$ cat config.mk
export PLATFORM = sky130hd
export DESIGN_NAME = blk_seq
export DESIGN_NICKNAME = d
export VERILOG_FILES = /design/src/rtl/blkseq_pkg.sv /design/src/rtl/blkseq_ptr_step.sv /design/src/rtl/blkseq_cmp.sv /design/src/rtl/blk_seq.sv
export SDC_FILE = /design/constraint.sdc
export NUM_CORES = 1
export LEC_CHECK = 0
export ABC_AREA = 1
export BUFFER_PORTS_ARGS = -buffer_cell sky130_fd_sc_hd__buf_2
export CORE_ASPECT_RATIO = 0.75
export CORE_MARGIN = 10
export CORE_UTILIZATION = 45
export DETAILED_ROUTE_END_ITERATION = 8
export PLACE_DENSITY_LB_ADDON = 0.12
export SYNTH_ARGS = -nofsm -noshare
export SYNTH_HDL_FRONTEND = slang
export SYNTH_HIERARCHICAL = 1
export SYNTH_SLANG_ARGS = --single-unit
export TNS_END_PERCENT = 10
$ cat constraint.sdc
create_clock -name clk -period 6.3 [get_ports clk]
set_clock_uncertainty 0.05 [all_clocks]
set_input_delay 0.945 -clock clk [delete_from_list [all_inputs] [get_ports clk]]
set_output_delay 0.945 -clock clk [all_outputs]
set_load 0.005 [all_outputs]
$ cat src/rtl/blkseq_pkg.sv
package blkseq_pkg;
   localparam int DW = 8;

   typedef enum logic [2:0] {
      ST_IDLE,
      ST_RD,
      ST_WAIT,
      ST_EXEC,
      ST_TEST
   } seq_state_t;

   typedef struct packed {
      logic s;
      logic z;
      logic h;
      logic pv;
      logic n;
      logic c;
   } seq_flags_t;
endpackage

$ cat src/rtl/blkseq_ptr_step.sv
module blkseq_ptr_step #(
   parameter int AW = 16
) (
   input  logic [AW-1:0] ptr_i,
   input  logic          dec_i,
   output logic [AW-1:0] ptr_o
);
   localparam logic [AW-1:0] ONE = AW'(1);

   always_comb begin
      if (dec_i) ptr_o = ptr_i - ONE;
      else       ptr_o = ptr_i + ONE;
   end
endmodule

$ cat src/rtl/blkseq_cmp.sv
module blkseq_cmp
   import blkseq_pkg::*;
(
   input  logic [DW-1:0] acc_i,
   input  logic [DW-1:0] byte_i,
   output logic          sign_o,
   output logic          zero_o,
   output logic          hbor_o,
   output logic          match_o
);
   localparam int NIB = DW / 2;

   logic [DW-1:0] diff;

   always_comb begin
      diff    = acc_i - byte_i;
      sign_o  = diff[DW-1];
      zero_o  = (diff == '0);
      hbor_o  = (acc_i[NIB-1:0] < byte_i[NIB-1:0]);
      match_o = (acc_i == byte_i);
   end
endmodule

$ cat src/rtl/blk_seq.sv
module blk_seq
   import blkseq_pkg::*;
#(
   parameter int AW = 16,
   parameter int CW = 16
) (
   input  logic          clk,
   input  logic          rst_n,
   input  logic          start,
   input  logic          op_search,
   input  logic          dir_dec,
   input  logic          repeat_en,
   input  logic [AW-1:0] src_i,
   input  logic [AW-1:0] dst_i,
   input  logic [CW-1:0] cnt_i,
   input  logic [7:0]    acc_i,
   input  logic [5:0]    flags_i,
   output logic          mem_req,
   output logic          mem_we,
   output logic [AW-1:0] mem_addr,
   output logic [7:0]    mem_wdata,
   input  logic [7:0]    mem_rdata,
   output logic [AW-1:0] src_o,
   output logic [AW-1:0] dst_o,
   output logic [CW-1:0] cnt_o,
   output logic [5:0]    flags_o,
   output logic          busy,
   output logic          done
);
   localparam int NPTR = 2;   // index 0 = source, 1 = destination
   localparam int PSRC = 0;
   localparam int PDST = 1;

   if (AW < 2) begin : g_bad_aw
      $error("blk_seq: AW must be at least 2");
   end
   if (CW < 1) begin : g_bad_cw
      $error("blk_seq: CW must be at least 1");
   end
   if (DW != 8) begin : g_bad_dw
      $error("blk_seq: data path is fixed at 8 bits");
   end

   seq_state_t            state;
   logic [NPTR-1:0][AW-1:0] ptr_q;
   logic [NPTR-1:0][AW-1:0] ptr_nxt;
   logic [CW-1:0]         cnt_q;
   logic [CW-1:0]         cnt_nxt;
   logic [DW-1:0]         acc_q;
   logic [DW-1:0]         byte_q;
   seq_flags_t            flg_q;
   logic                  srch_q;
   logic                  dec_q;
   logic                  rpt_q;
   logic                  stop_q;
   logic                  done_q;
   logic                  cmp_s, cmp_z, cmp_h, cmp_match;
   logic                  cnt_last;

   for (genvar g = 0; g < NPTR; g++) begin : g_step
      blkseq_ptr_step #(.AW(AW)) u_step (
         .ptr_i (ptr_q[g]),
         .dec_i (dec_q),
         .ptr_o (ptr_nxt[g])
      );
   end

   blkseq_cmp u_cmp (
      .acc_i   (acc_q),
      .byte_i  (byte_q),
      .sign_o  (cmp_s),
      .zero_o  (cmp_z),
      .hbor_o  (cmp_h),
      .match_o (cmp_match)
   );

   assign cnt_nxt  = cnt_q - CW'(1);
   assign cnt_last = (cnt_nxt == '0);

   always_ff @(posedge clk) begin
      if (!rst_n) begin
         state  <= ST_IDLE;
         ptr_q  <= '0;
         cnt_q  <= '0;
         acc_q  <= '0;
         byte_q <= '0;
         flg_q  <= '0;
         srch_q <= 1'b0;
         dec_q  <= 1'b0;
         rpt_q  <= 1'b0;
         stop_q <= 1'b0;
         done_q <= 1'b0;
      end else begin
         done_q <= 1'b0;
         unique case (state)
            ST_IDLE: begin
               if (start) begin
                  ptr_q[PSRC] <= src_i;
                  ptr_q[PDST] <= dst_i;
                  cnt_q       <= cnt_i;
                  acc_q       <= acc_i;
                  flg_q       <= flags_i;
                  srch_q      <= op_search;
                  dec_q       <= dir_dec;
                  rpt_q       <= repeat_en;
                  state       <= ST_RD;
               end
            end
            ST_RD: state <= ST_WAIT;
            ST_WAIT: begin
               byte_q <= mem_rdata;
               state  <= ST_EXEC;
            end
            ST_EXEC: begin
               ptr_q[PSRC] <= ptr_nxt[PSRC];
               if (!srch_q) ptr_q[PDST] <= ptr_nxt[PDST];
               cnt_q    <= cnt_nxt;
               flg_q.pv <= !cnt_last;
               flg_q.n  <= srch_q;
               flg_q.h  <= srch_q & cmp_h;
               if (srch_q) begin
                  flg_q.s <= cmp_s;
                  flg_q.z <= cmp_z;
               end
               stop_q <= !rpt_q || cnt_last || (srch_q && cmp_match);
               state  <= ST_TEST;
            end
            ST_TEST: begin
               if (stop_q) begin
                  state  <= ST_IDLE;
                  done_q <= 1'b1;
               end else begin
                  state <= ST_RD;
               end
            end
            default: state <= ST_IDLE;
         endcase
      end
   end

   always_comb begin
      mem_we    = (state == ST_EXEC) && !srch_q;
      mem_req   = (state == ST_RD) || mem_we;
      mem_addr  = (state == ST_EXEC) ? ptr_q[PDST] : ptr_q[PSRC];
      mem_wdata = byte_q;
   end

   assign src_o   = ptr_q[PSRC];
   assign dst_o   = ptr_q[PDST];
   assign cnt_o   = cnt_q;
   assign flags_o = flg_q;
   assign busy    = (state != ST_IDLE);
   assign done    = done_q;

   // a write always follows its read request by two cycles
   a_r3_write_after_read: assert property (@(posedge clk) disable iff (!rst_n)
      mem_we |-> ($past(mem_req, 2) && !$past(mem_we, 2)));

   // search leaves the destination pointer alone while running
   a_r4_search_dst_hold: assert property (@(posedge clk) disable iff (!rst_n)
      (busy && srch_q) |=> $stable(dst_o));

   // each execute cycle takes exactly one off the count
   a_r5_count_step: assert property (@(posedge clk) disable iff (!rst_n)
      (state == ST_EXEC) |=> (cnt_o == CW'($past(cnt_o) - CW'(1))));

   // carry is never touched by a running operation
   a_r6_carry_held: assert property (@(posedge clk) disable iff (!rst_n)
      busy |=> $stable(flags_o[0]));

   // a finished repeating copy reports PV, H and N clear
   a_r7_copy_final_flags: assert property (@(posedge clk) disable iff (!rst_n)
      (done && !srch_q && rpt_q) |-> (flags_o[3:1] == 3'b000));

   // a search iteration always leaves N set
   a_r8_search_n: assert property (@(posedge clk) disable iff (!rst_n)
      ((state == ST_TEST) && srch_q) |-> flags_o[1]);

   // a repeating search stops on a match
   a_r9_stop_on_match: assert property (@(posedge clk) disable iff (!rst_n)
      ((state == ST_TEST) && srch_q && rpt_q && flags_o[4]) |=> !busy);

   // done lasts one cycle and never overlaps busy
   a_r11_done_pulse: assert property (@(posedge clk) disable iff (!rst_n)
      done |=> !done);
   a_r11_done_idle: assert property (@(posedge clk) disable iff (!rst_n)
      done |-> !busy);
endmodule

Yosys cells after proc, flatten, opt, wreduce, memory -nomap -nowiden
Index checks and enable logic that the tools add are counted.
Word-level totals
  register bits after elaboration: 78
  input port bits: 76
  output and inout bits: 82
  word-level logic and storage cells: 66
Cells by class
  add/sub/neg operators: 6
  $lt $le $gt $ge: 1
  eq/ne operators: 8
  multiplexer cells: 15
  bitwise gates (word level): 1
  reduce and logical (&&, ||, !) cells: 18
Operators by type and width (number)
  $mux 16: 5
  $pmux 32 s2: 1
  $sub 16x1->16 const B: 3
  $add 16x1->16 const B: 2
  $mux 32: 1
  $pmux 16 s2: 1
  $logic_not 16->1: 1
  $pmux 3 s5: 1
  $pmux 5 s2: 1
  $eq 8x8->1: 1
  $logic_not 8->1: 1
  $sub 8x8->8: 1
  $eq 3x2->1 const B: 2
  $mux 6: 1
  $ne 2x2->1 const B: 3
  $reduce_and 2->1: 3
  $reduce_and 3->1: 2
  $lt 4x4->1: 1
  $eq 3x1->1 const B: 1
  $eq 3x3->1 const B: 1
  $logic_not 1->1: 3
  $logic_not 3->1: 1
  $logic_or 1x1->1: 3
  $mux 3: 1
  6 further kinds: 8

Longest topological paths before layout
  depth in word-level cells: 4
  mapped depth: 14
  depth with buffers taken out: 13

Modules after synthesis
Netlist, hierarchy kept.
Modules (own cells, without submodules)
  blk_seq: times used 1, cells each 561, area each 3803.6 µm², sequential area each 1561.5 µm²
  blkseq_ptr_step: times used 2, cells each 175, area each 915.9 µm², sequential area each 0.0 µm²
  blkseq_cmp: times used 1, cells each 94, area each 515.5 µm², sequential area each 0.0 µm²

Worst setup path after synthesis
No wires, ideal clock.
  path type: reg2out
  from: register state[2]
  to: output port mem_addr[10]
  arrival: 1.255 ns
  required time: 5.305 ns
  setup slack: 4.050 ns
  cell stages (with the launch flop): 9
  buffers on the path: 2
  cell sequence: dfxtp_1 > inv_2 > nand2_1 > nor2_2 > inv_2 > buf_2 > buf_1 > nand2_1 > nand2_1
Between the ends
  cells in the longest elaborated chain, start to end: 2
Ends and longest elaborated chain
  start, declared: RTL line blk_seq.sv:44  | seq_state_t state;
  start signal, assigned: RTL line blk_seq.sv:82  | state <= ST_IDLE;
  start signal, assigned: RTL line blk_seq.sv:106  | state <= ST_RD;
  start signal, assigned: RTL line blk_seq.sv:109  | ST_RD: state <= ST_WAIT;
  $eq 3x2->1: RTL line blk_seq.sv:144  | mem_addr = (state == ST_EXEC) ? ptr_q[PDST] : ptr_q[PSRC];
  $mux 16: RTL line blk_seq.sv:144
  end, declared: RTL line blk_seq.sv:20  | output logic [AW-1:0] mem_addr,
No other way between the ends.

Worst setup path after layout
  from: register state[0]
  to: output port mem_req
Between the ends
  cells in the longest elaborated chain, start to end: 3
  elaborated cells between the ends (all ways): 4
  those cells by class: eq/ne: 2; reduce/logical: 2
Ends and longest elaborated chain
  $eq 3x2->1: RTL line blk_seq.sv:142  | mem_we = (state == ST_EXEC) && !srch_q;
  $logic_and 1x1->1: RTL line blk_seq.sv:142
  $logic_or 1x1->1 *: RTL line blk_seq.sv:143  | mem_req = (state == ST_RD) || mem_we;
  end, declared: RTL line blk_seq.sv:18  | output logic mem_req,
Mark *: on every way between the ends. The rest lies on a longest branch, timed or not.

==> metrics.md <==
| Metric | Value |
|---|---|
| Main area contributors after synthesis | `dfxtp_1, nand2_1, ha_1` |
| Number of nets still failing antenna checks after routing | `0` |
| Power per cell area | `approximately 280 mW/mm²` |
| Cell area reported after detailed placement | `0.00702 mm²` |
| Critical Path Fanout Max | `65` |
| Antenna violations before repair | `0` |
| Highest Clock Rate | `between 200 and 300 MHz` |
| Wire length of the first global-routing pass | `31500 µm` |
| Setup TNS after final layout | `0 ns` |
| Total wire length after detailed routing | `19400 µm` |
| Number of port buffers | `157` |
| Pre-Repair DR Iteration Count | `5` |
| Cell type with the highest aggregate area in the netlist | `dfxtp_1` |
| Setup violation total in the final timing report | `0` |
| Root buf cell | `clkbuf_16` |
| Cts-stage hold buffer count | `0` |
| Worst hold-check slack | `0.410 ns` |
| Core area | `0.0132 mm²` |
| Number of violations of the max-capacitance limit | `0` |
| Relative max-transition margin | `0.329` |
| Cell with the largest stage delay on the worst path | `buf_4` |
| GRT Util Overall | `0.202` |
| Cell Rows | `36` |
| Area growth from synthesis to layout | `18.6%` |
| CP top delay family | `buffers and inverters` |
| Reg2Reg Capture Point | `dst_o[13]` |
| Number of vias per cell | `5.00` |
| Effective utilization at floorplan | `0.466` |
| Start of the worst register-to-register path | `state[0]` |
| Vertical die dimension | `121 µm` |
| Number of instances in the synthesized netlist | `about 1000` |
| Via count of the first global-routing pass | `just over 6000` |
| Min-Delay Path Class | `flip-flop to flip-flop` |
| Cells on Worst Hold Path | `2` |
| Pin count of the biggest net entering global routing | `66` |
| Max VDD drop | `161 µV` |
| Outcome | `complete, no violations` |
| Clock edge transition at the registers on the reported setup and hold paths | `0.06 ns` |
| M3 GR Usage | `0.0517` |
| Final worst path period share | `0.573` |
| Count of endpoints failing hold in the final timing report | `0` |
| Stages on worst setup path | `9` |
| X dimension of the die | `155 µm` |
| Met1 Use GR | `0.282` |
| Yosys Warn Count | `6` |
| Number of library cell types mapped by synthesis | `36` |
| Post-Syn Area per Cell | `6.12 µm²` |
| Initial drt markers | `between 400 and 500` |
| CP max stage delay | `0.59 ns` |
| Critical Path RT | `5.30 ns` |
| Area share of the largest cell type after synthesis | `0.254` |
| Arrival time at the worst endpoint | `2.62 ns` |
| Number of H-tree levels | `3` |
| Worst hold endpoint | `done` |
| Share of layout cells above drive strength 1 | `0.213` |
| Final Total Pwr | `2.01 mW` |
| Layout Nets | `1262` |
| Total of cells resized after clock tree synthesis | `0` |
| Worst path cell trace | `nand2_1 -> nor2_4 -> buf_4 -> inv_2 -> buf_4 -> nor2_2 -> inv_2 -> nand2_1 -> buf_2` |
| Pleak | `4.06 nW` |
| CP Buf/Inv Count | `5` |
| Endpoint type of the worst setup path | `output pin` |
| Worst Hold Launch | `stop_q` |
| Routed wire length per instance | `14.7 µm` |
| Total of fill cells in the finished design | `1376` |
| Sum of net half-perimeters after detailed placement | `15000 µm` |
| TritonCTS clock tree | `built` |
| RSZ-0062 raised after global routing | `no` |
| Sequential fraction of the synthesis area | `0.254` |
| Number of antenna cells inserted | `0` |
| Routability-driven placement congestion ratio | `0.927` |
| Worst reg-to-reg setup slack | `roughly 3.3 ns` |
| Slew at the pin closest to its max-slew limit | `approximately 1 ns` |
| Max-slew violations | `0` |
| Net Count, Synth | `1122` |
| Longest Clk Path Bufs | `2` |
| Final instance area | `about 0.0073 mm²` |
| Number of sinks driven by the clock tree | `78` |
| Worst skew pair latency | `0.34 ns` |
| Die outline area | `0.0188 mm²` |
| Via count of the routed design | `6607` |
| Drc violations | `0` |
| Area of the mapped netlist | `roughly 0.0062 mm²` |
| GRT busiest layer | `met2` |
| Time the worst path needs with I/O delays and setup | `3.61 ns` |
| Number of CTS-inserted buffers | `9` |
| Worst reg-to-reg path cell count | `10` |
| Number of top-level design ports | `158` |
| #FFs+latches synth | `78` |
| Crit path launch type | `flip-flop` |
| GRT met2 Usage | `0.310` |
| Count of buffers added by post-CTS timing repair for setup | `0` |
| GRT overflow | `0` |
| Worst Path Class, Setup | `flip-flop to output pin` |
Yosys cell counts (all sizes together):
cell and number:
ha 38, a221oi 4, nand2 366, nand3 50, a31oi 40, xor2 17
inv 138, a21oi 33, a22o 1, clkbuf 13, a211oi 7, o21ai 61
nor3 6, o21a 1, clkinv 1, nand4 6, buf 19, dfxtp 78
xnor2 4, fa 3, nor2 117, nand3b 2
flip-flops by register name, summed over array words and instances (netlist names), 3 cells and up:
register   cells
acc_q          8
cnt_o         16
dst_o         16
flags_o        6
mem_wdata      8
src_o         16
state          3
cell families after synthesis:
group                    count (synthesis)  share of synthesized area
XOR/XNOR                                21                     0.0299
adder cells (fa/ha/maj)                 41                     0.0871
flip-flops                              78                      0.254
AO/OA/AOI/OAI                          147                      0.144
buffers and inverters                  171                      0.113
AND/OR/NAND/NOR                        547                      0.373
how the worst max path moves through the flow:
| stage | to | startpoint |
|---|---|---|
| 6_report | mem_req | state[0] |
| 5_1_grt | mem_req | state[1] |
| 4_1_cts | mem_req | state[1] |
| 3_5_place_dp | mem_req | state[0] |
| 3_3_place_gp | mem_req | state[0] |
| 2_1_floorplan | mem_addr[10] | state[2] |
final cells by class:
| type | count | area (µm²) | area share |
|---|---|---|---|
| Clock buffer | 10 | 239 | 0.0328 |
| Timing Repair Buffer | 161 | 816 | 0.112 |
| Clock inverter | 6 | 37.5 | 0.00515 |
| Inverter | 139 | 524 | 0.0719 |
| Multi-Input combinational cell | 756 | 3900 | 0.535 |
| Sequential cell | 78 | 1560 | 0.214 |
| Tap cell | 171 | 214 | 0.0293 |
worst min-delay path, delay by kind of cell (launching register included):
kind,cells,cell delay [ns]
buffers and inverters,1,0.07
DFF,1,0.31
and+or+nand+nor,1,0.04
report_power, final:
group	internal (mW)	leakage, nW	switching [mW]
Sequential	0.562	0.643	0.0854
Combinational	0.325	3.28	0.539
Clock	0.276	0.130	0.220
per-layer routing:
| metal | vias to the layer above | routed length, µm |
|---|---|---|
| li1 | 3478 | - |
| met1 | 2916 | 9410 |
| met2 | 196 | 8330 |
| met3 | 17 | 1540 |
| met4 | 0 | 144 |
| met5 | - | 0 |
through the flow:
| stage | util | worst slack, ns | std cells |
|---|---|---|---|
| after floorplan | - | 4.05 | 1005 |
| after global placement | 0.532 | 3.09 | 1305 |
| after detailed placement | 0.532 | 3.02 | 1305 |
| after CTS | 0.553 | 2.64 | 1321 |
| after global routing | 0.553 | 2.46 | 1321 |
| final | 0.553 | 2.69 | 1321 |
cells in the final DEF (no fill, tap or decap), types with 7 or more instances in the layout:
master	count
inv_2	15
o21ai_1	9
dfxtp_1	78
xor2_1	17
nand3_1	46
buf_2	157
inv_1	122
o21ai_0	52
nor2_1	108
a211oi_1	7
clkbuf_16	9
ha_1	38
a31oi_1	40
nand2_1	342
nand2_2	23
a21oi_1	26
No activity file was read; power rests on OpenSTA's default activity.
